--- src/rtl/rxdet_pkg.sv ---
package rxdet_pkg;

    typedef enum logic [1:0] {
        LS_IDLE   = 2'd0,
        LS_DISC   = 2'd1,
        LS_LOWPWR = 2'd2,
        LS_SPARE  = 2'd3
    } link_st_e;

    localparam int unsigned MAX_INTERVAL_MS = 156;

    typedef struct packed {
        logic hit;
        logic warm_go;
        logic first;
    } req_cause_t;

    function automatic logic [7:0] disc_interval_ms(input logic [1:0] code);
        case (code)
            2'd0:    return 8'd4;
            2'd1:    return 8'd6;
            2'd2:    return 8'd36;
            default: return 8'd84;
        endcase
    endfunction

    function automatic logic [7:0] lowpwr_interval_ms(input logic [1:0] code);
        return 8'd48 + 8'(code) * 8'd36;
    endfunction

endpackage

--- src/rtl/rxdet_interval_sel.sv ---
module rxdet_interval_sel
    import rxdet_pkg::*;
#(
    parameter int CNT_W = 8
) (
    input  logic [1:0]       norm_code,
    input  logic [1:0]       lp_code,
    input  logic             lowpwr_mode,
    output logic [CNT_W-1:0] limit
);
    logic [7:0] disc_ms;
    logic [7:0] lp_ms;

    always_comb begin
        disc_ms = disc_interval_ms(norm_code);
        lp_ms   = lowpwr_interval_ms(lp_code);
        limit   = lowpwr_mode ? CNT_W'(lp_ms) : CNT_W'(disc_ms);
    end
endmodule

--- src/rtl/rxdet_ms_counter.sv ---
module rxdet_ms_counter
    import rxdet_pkg::*;
#(
    parameter int CNT_W = 8
) (
    input  logic             clk,
    input  logic             rst,
    input  logic             run,
    input  logic             clear,
    input  logic             tick,
    input  logic [CNT_W-1:0] limit,
    output logic             hit
);
    logic [CNT_W-1:0] cnt_q;
    logic [CNT_W:0]   cnt_inc;

    always_comb begin
        cnt_inc = {1'b0, cnt_q} + (CNT_W+1)'(1);
        hit     = run && !clear && tick && (cnt_inc >= {1'b0, limit});
    end

    always_ff @(posedge clk) begin
        if (rst || !run || clear || hit) begin
            cnt_q <= '0;
        end else if (tick) begin
            cnt_q <= cnt_inc[CNT_W-1:0];
        end
    end


    cnt_bound_chk: assert property (@(posedge clk) disable iff (rst)
        cnt_q < CNT_W'(MAX_INTERVAL_MS));


    idle_hold_chk: assert property (@(posedge clk) disable iff (rst)
        !run |=> (cnt_q == '0));
endmodule

--- src/rtl/rxdet_req_gen.sv ---
module rxdet_req_gen
    import rxdet_pkg::*;
(
    input  logic clk,
    input  logic rst,
    input  logic hit,
    input  logic state_chg,
    input  logic now_disc,
    input  logic warm_done,
    input  logic far_polled,
    input  logic warm_skip_en,
    input  logic term_drop_en,
    output logic det_req,
    output logic term_off
);
    req_cause_t cause;
    logic       first_q;
    logic       req_q;
    logic       term_q;

    always_comb begin
        cause.hit     = hit;
        cause.warm_go = warm_done && !(warm_skip_en && far_polled);
        cause.first   = first_q;
    end

    always_ff @(posedge clk) begin
        if (rst) begin
            first_q <= 1'b0;
            req_q   <= 1'b0;
            term_q  <= 1'b0;
        end else begin
            if (state_chg) begin
                first_q <= now_disc;
            end else if (cause.hit) begin
                first_q <= 1'b0;
            end
            req_q  <= cause.hit || cause.warm_go;
            term_q <= term_drop_en && (cause.warm_go || (cause.hit && cause.first));
        end
    end

    assign det_req  = req_q;
    assign term_off = term_q;


    warm_req_chk: assert property (@(posedge clk) disable iff (rst)
        (warm_done && !(warm_skip_en && far_polled)) |=> det_req);


    warm_skip_chk: assert property (@(posedge clk) disable iff (rst)
        (warm_done && warm_skip_en && far_polled && !hit) |=> !det_req);


    term_with_req_chk: assert property (@(posedge clk) disable iff (rst)
        term_off |-> det_req);
endmodule

--- src/rtl/rxdet_pacer.sv ---
module rxdet_pacer
    import rxdet_pkg::*;
#(
    parameter int CNT_W = 8
) (
    input  logic       clk,
    input  logic       rst,
    input  logic       ms_tick,
    input  logic [1:0] link_state,
    input  logic       warm_done,
    input  logic       far_polled,
    input  logic [1:0] norm_code,
    input  logic [1:0] lp_code,
    input  logic       lp_det_off,
    input  logic       warm_skip_en,
    input  logic       term_drop_en,
    output logic       det_req,
    output logic       term_off
);
    link_st_e         st_now;
    link_st_e         st_q;
    logic             state_chg;
    logic             active;
    logic             hit;
    logic [CNT_W-1:0] limit;

    always_comb begin
        st_now    = link_st_e'(link_state);
        state_chg = (st_now != st_q);
        active    = (st_now == LS_DISC) || ((st_now == LS_LOWPWR) && !lp_det_off);
    end

    always_ff @(posedge clk) begin
        if (rst) st_q <= LS_IDLE;
        else     st_q <= st_now;
    end

    rxdet_interval_sel #(.CNT_W(CNT_W)) u_sel (
        .norm_code   (norm_code),
        .lp_code     (lp_code),
        .lowpwr_mode (st_now == LS_LOWPWR),
        .limit       (limit)
    );

    rxdet_ms_counter #(.CNT_W(CNT_W)) u_cnt (
        .clk   (clk),
        .rst   (rst),
        .run   (active && !state_chg),
        .clear (warm_done),
        .tick  (ms_tick),
        .limit (limit),
        .hit   (hit)
    );

    rxdet_req_gen u_req (
        .clk          (clk),
        .rst          (rst),
        .hit          (hit),
        .state_chg    (state_chg),
        .now_disc     (st_now == LS_DISC),
        .warm_done    (warm_done),
        .far_polled   (far_polled),
        .warm_skip_en (warm_skip_en),
        .term_drop_en (term_drop_en),
        .det_req      (det_req),
        .term_off     (term_off)
    );


    idle_state_chk: assert property (@(posedge clk) disable iff (rst)
        ($past(link_state[0] == link_state[1]) && !$past(warm_done)) |-> !det_req);


    lowpwr_off_chk: assert property (@(posedge clk) disable iff (rst)
        ($past(link_state == 2'd2 && lp_det_off) && !$past(warm_done)) |-> !det_req);


    term_gate_chk: assert property (@(posedge clk) disable iff (rst)
        !$past(term_drop_en) |-> !term_off);
endmodule

--- config.mk ---
export PLATFORM = sky130hd
export DESIGN_NAME = rxdet_pacer
export DESIGN_NICKNAME = d
export VERILOG_FILES = /design/src/rtl/rxdet_pkg.sv /design/src/rtl/rxdet_interval_sel.sv /design/src/rtl/rxdet_ms_counter.sv /design/src/rtl/rxdet_req_gen.sv /design/src/rtl/rxdet_pacer.sv
export SDC_FILE = /design/constraint.sdc
export NUM_CORES = 1
export LEC_CHECK = 0
export BUFFER_PORTS_ARGS = -buffer_cell sky130_fd_sc_hd__buf_2
export CAP_MARGIN = 0
export CORE_MARGIN = 2
export CORE_UTILIZATION = 45
export CTS_CLUSTER_SIZE = 30
export DETAILED_ROUTE_END_ITERATION = 8
export PLACE_DENSITY = 0.77
export SLEW_MARGIN = 0
export SYNTH_ARGS = -nofsm -noshare
export SYNTH_HDL_FRONTEND = slang
export SYNTH_SLANG_ARGS = --single-unit
--- constraint.sdc ---
create_clock -name clk -period 6.25 [get_ports clk]
set_clock_uncertainty 0.05 [all_clocks]
set_input_delay 0.625 -clock clk [delete_from_list [all_inputs] [get_ports clk]]
set_output_delay 0.625 -clock clk [all_outputs]
set_load 0.005 [all_outputs]
==> results of run 1 <==
## final timing paths
path	to	depth (start not counted)
setup / recovery	u_cnt.cnt_q[2]$_SDFFE_PP0P_	10
hold / removal	u_cnt.cnt_q[1]$_SDFFE_PP0P_	2
setup reg to reg	u_cnt.cnt_q[2]$_SDFFE_PP0P_	10
hold reg to reg	u_cnt.cnt_q[1]$_SDFFE_PP0P_	2
## metal layers
layer	GRT usage, %	vias to the layer above
met5	0	-
met4	1.32	0
met3	4.31	0
met2	32.9	17
met1	19.7	431
li1	-	477
## cells in the final DEF, fill, tap and decap left out, types with 2 or more instances in the layout
cell type  netlist  routed
nand2_1         13      13
nor2_1           8       8
clkbuf_4         0       3
and4_1           2       2
nand2b_1         6       6
o211ai_1         2       2
a31oi_1          3       3
inv_1            2       2
dfxtp_1         13      13
xor2_1           3       3
nor2b_1          9       9
buf_2            3      15
xnor2_1          3       3
nand4_1          7       7
ha_1             9       9
nand3_1          3       3
a21oi_1         10      10
nor3b_1          2       2
## cell families after synthesis
group	synth area share, %
AOI/OAI and AO/OA	18.1
xor gates and xnor gates	5.17
adders and majority gates	11.1
buffers and inverters	4.43
DFF	25.6
and+or+nand+nor	35.7
## metrics by stage
step	area, um^2	util, %	hold slack [ps]
after detailed placement	1090	50.2	457
after CTS	1120	51.5	471
after floorplan	1020	-	415
after global routing	1120	51.5	497
final	1120	51.5	463
after global placement	1090	50.2	436
## cell type report
| class | instances | area (um^2) |
|---|---|---|
| Fill cell | 227 | 1050 |
| Sequential cell | 13 | 260 |
| Inverter | 2 | 7.51 |
| Clock buffer | 3 | 22.5 |
| Tap cell | 28 | 35.0 |
| Clock inverter | 1 | 5.00 |
| Timing Repair Buffer | 15 | 75.1 |
| Multi-Input combinational cell | 103 | 712 |
## registers in the layout, indices dropped and copies added, names as in the netlist
name and flops:
st_q 2, u_cnt.cnt_q 8, u_req.det_req 1, u_req.first_q 1
u_req.term_off 1
## report_power, final
| part | internal (mW) | switching, mW | leakage, nW |
|---|---|---|---|
| Clock | 0.0237 | 0.0291 | 0.0177 |
| Sequential | 0.0844 | 0.00107 | 0.106 |
| Combinational | 0.0105 | 0.0115 | 0.346 |
## tightest hold or removal path, stage by stage (launching register included)
cell and delay (ps):
dfxtp_1 340, nand2b_1 70, a21oi_1 50
==> reports/qor.csv, run 1 <==
metric;value;unit
outcome;completed;
diodes;0;
path_delay_family;compound AO/OA/AOI/OAI gates;
fin_tns_setup;0;ps
slew_viol_final;0;
total_leakage_power;0.469;nW
initial_utilization;46.9;%
place_inst;161;
min_path_type;flop to flop;
top_layer;met3;
place_congestion;0.774;
post-route-period-util;43.0;%
row_count;17;
vdd_drop_max;0.0946;mV
yosys.cell_types.count;43;
path_clk_slew;90;ps
cp_num_buf_inv;0;
yosysWarnings;0;
synth_top_cell_area_share;25.6;%
area_delta_synth_final;9.84;%
path_max_fanout;13;
pre_cts_ws;3310;ps
worst_pin_slew;582;ps
first_pass_iters;4;
met1_length;891;um
cts_made_buffers;3;
yosysTopAreaCell;dfxtp_1;
wl_met3;73;um
cpPeakStageDelay;470;ps
routed-wl-met2;1060;um
detail-route-antenna-nets;0;
ys_seq_area_share;25.6;%
drv_cap;0;
drt-total-wl;2030;um
relSlewSlack;61.2;%
die-area;2660;um^2
fp.dieH;51.5;um
postCtsSetupBuffers;0;
rsz0062_at_grt;no;
core_area;2170;um^2
port_buffers;15;
route.detailed.drc;0;
dp_hpwl;1540;um
grt_pass1_wl;3550;um
fin_cells;165;
syn_nets;147;
clockRootBuffer;clkbuf_4;
crit_path_start;u_cnt.cnt_q[0]$_SDFFE_PP0P_;
worstPathRequired;6410;ps
setup_violations;0;
clock_sink_count;13;
max_freq;372;MHz
ioPinCount;16;
netlist_instances;124;
crit_type;flop to flop;
layout.nets;161;
synth_commonest_cells;dfxtp_1 (13), nand2_1 (13), a21oi_1 (10), ha_1 (9), nor2b_1 (9);
fp.dieW;51.5;um
arrival;2850;ps
fin_ws;3560;ps
post-route-min-period;2690;ps
clk_path_buf_depth;2;
netlist_top_cells_area;dfxtp_1 (26%), ha_1 (11%), nor2b_1 (5.5%), a21oi_1 (4.9%), nand2_1 (4.8%);
synthArstFlopShare;0;%
cts-hold-fix-buffers;0;
ys_ff_latch;13;
power.total;0.160;mW
track_usage;17.2;%
grt_max_degree;19;
via_per_inst;5.61;
cts_tree;yes;
antenna_found_initial;0;
synthesis.area;1020;um^2
grt_overflow_total;0;
rrSetupSlack;3560;ps
critPathCaptureType;flop;
h-tree-depth;1;
grt_pass1_vias;881;
hold_viol;0;
first_iter_violations;19;
path_cells;ha_1, and4_1, nand2_1, xnor2_1, ha_1, a21oi_1, nand2_1, a21oi_2, a21boi_0, nor3_2;
insertion_delay;280;ps
startpoint_type;flop;
cts_resized;0;
yosys_most_used_dff;dfxtp_1;
cp_slowest_cell;a21oi_2;
power.density;143;nW/um^2
avgSynthCellArea;8.20;um^2
hold_start;u_cnt.cnt_q[1]$_SDFFE_PP0P_;
rr_startpoint;u_cnt.cnt_q[0]$_SDFFE_PP0P_;
layout-drive-gt1-share;19.0;%
synth-edff-count;0;
vias;925;
drt-wirelength-per-cell;12.3;um
Note: power is estimated with default switching activity, not from simulation.
==> run 2, diff against run 1 <==
--- a/config.mk
+++ b/config.mk
@@ -11,7 +11,7 @@
 export CORE_UTILIZATION = 45
 export CTS_CLUSTER_SIZE = 30
 export DETAILED_ROUTE_END_ITERATION = 8
-export PLACE_DENSITY = 0.77
+export PLACE_DENSITY = 0.79
 export SLEW_MARGIN = 0
 export SYNTH_ARGS = -nofsm -noshare
 export SYNTH_HDL_FRONTEND = slang
==> constraint.sdc (replaced) <==
create_clock -name clk -period 2.3 [get_ports clk]
set_clock_uncertainty 0.05 [all_clocks]
set_input_delay 0.23 -clock clk [delete_from_list [all_inputs] [get_ports clk]]
set_output_delay 0.23 -clock clk [all_outputs]
set_load 0.005 [all_outputs]
==> run 2 against run 1 <==
Compared with the run above:
- total power rose to 2.7 times the previous value
- clock-buffer cell count up 1
- wire length grew 24%
- via count rose by 9.0%
- non-clock buffer count up 15
- clock power rose to 2.6 times the previous value
- combinational power increased to 2.9 times the previous value
- largest power group unchanged
- core utilization grew 8.9 points
- final area is 17% higher
- worst hold slack worse by 310 ps
- critical endpoint is now u_cnt.cnt_q[4]$_SDFFE_PP0P_
==> reports/qor.csv, run 2 (synthesis results as in run 1) <==
metric;value;unit
outcome;completed;
rsz0062_at_grt;yes;
cpPeakStageDelay;360;ps
setup_violations;0;
hold_start;rst;
crit_path_start;u_cnt.cnt_q[0]$_SDFFE_PP0P_;
drv_cap;0;
largest_registers;u_cnt.cnt_q (8), st_q (2);
clock_sink_count;13;
place_inst;173;
path_common_cell;a21oi_2;
route.detailed.drc;0;
diodes;0;
port_buffers;15;
hold_viol;0;
clk_path_buf_depth;2;
final_cell_mix;buf_2 (15), buf_4 (13), nand2_1 (11);
arrival;2390;ps
grt_pass1_vias;975;
grt_pass1_wl;4010;um
critPathCaptureType;flop;
worst_pin_slew;310;ps
fin_cells;180;
path_max_fanout;7;
post-route-min-period;2270;ps
total_leakage_power;0.597;nW
grt_overflow_total;0;
power.density;331;nW/um^2
rr_startpoint;u_cnt.cnt_q[0]$_SDFFE_PP0P_;
vias;1008;
cp_slowest_cell;dfxtp_2;
layout-drive-gt1-share;34.2;%
startpoint_type;flop;
rrSetupSlack;30;ps
crit_type;flop to flop;
initial_utilization;46.9;%
track_usage;19.5;%
power.total;0.434;mW
r2r-end;u_cnt.cnt_q[4]$_SDFFE_PP0P_;
cts-hold-fix-buffers;0;
insertion_delay;270;ps
min_path_type;primary input to flop;
crit_path_end;u_cnt.cnt_q[4]$_SDFFE_PP0P_;
fp.dieW;51.5;um
largest_register;u_cnt.cnt_q;
layout.nets;176;
first_iter_violations;29;
clockRootBuffer;clkbuf_4;
row_count;17;
mostFrequentLayoutCell;buf_2;
place_congestion;0.945;
core_area;2170;um^2
fp.dieH;51.5;um
worstPathRequired;2430;ps
detail-route-antenna-nets;0;
path_cells;ha_4, and4_4, nand2_4, xnor2_2, ha_1, a21oi_2, nand2_1, a21oi_2, buf_4, nand4_1, a31oi_1;
antenna_found_initial;0;
relSlewSlack;79.0;%
slew_viol_final;0;
vdd_drop_max;0.291;mV
drt-total-wl;2500;um
grt_max_degree;19;
cp_num_buf_inv;1;
max_freq;441;MHz
area_delta_synth_final;28.8;%
h-tree-depth;1;
dp_hpwl;1860;um
ioPinCount;16;
largest_reg_flops;8;
first_pass_iters;4;
path_depth;11;
rr_worst_depth;11;
post-route-period-util;98.5;%
drt-wirelength-per-cell;13.9;um
cts_made_buffers;3;
path_delay_family;compound AO/OA/AOI/OAI gates;
path_clk_slew;80;ps
cts_tree;yes;
via_per_inst;5.60;
die-area;2660;um^2
==> run 2: what timing repair did <==
| item | in CTS | in global routing |
|---|---|---|
| endpoints found under the hold margin | 0 | 0 |
| gates cloned | 1 | 0 |
| gates resized for setup | 8 | 11 |
| pin swaps | 5 | 12 |
| setup buffers | 1 | 2 |
| endpoints found under the setup margin | 6 | 11 |
==> run 2: worst min path at each step <==
stage                                       endpoint  slack (ps)  cells after the start
after CTS                 u_req.first_q$_SDFFE_PP0P_         150                      2
after global routing      u_req.first_q$_SDFFE_PP0P_         150                      2
after global placement    u_req.first_q$_SDFFE_PP0P_         430                      2
after floorplan           u_req.first_q$_SDFFE_PP0P_         240                      1
final                     u_req.first_q$_SDFFE_PP0P_         150                      2
after detailed placement  u_req.first_q$_SDFFE_PP0P_         440                      2
==> run 2: where the power goes <==
part / internal, mW / switching [mW]
sequential: 0.229 / 0.00297
clock: 0.0670 / 0.0699
combinational: 0.0309 / 0.0336
total: 0.327 / 0.106
==> run 2: layout make-up <==
| type | instances | area, um^2 |
|---|---|---|
| timing repair buffer | 30 | 209 |
| fill | 211 | 860 |
| sequential | 13 | 265 |
| inverter | 2 | 7.51 |
| clock buffer | 4 | 26.3 |
| tap | 28 | 35.0 |
| multi-input combinational | 103 | 767 |
==> run 2: per-stage QoR <==
| step | cell area, um^2 | setup WS [ps] | utilization, % | setup TNS (ps) | hold slack (ps) |
|---|---|---|---|---|---|
| final | 1310 | 34.3 | 60.4 | 0 | 153 |
| after CTS | 1280 | 7.40 | 58.9 | 0 | 148 |
| after global routing | 1310 | -67.5 | 60.4 | -507 | 147 |
| after global placement | 1190 | 68.4 | 55.0 | 0 | 426 |
| after detailed placement | 1190 | -55.2 | 55.0 | -117 | 439 |
| after floorplan | 1020 | 65.5 | - | 0 | 245 |
==> run 2: routing by layer <==
metal	track usage (%)	share of wire (%)
met4	3.95	0.96
met3	1.72	3.9
met2	38.9	56
met5	0	0
met1	22.3	39
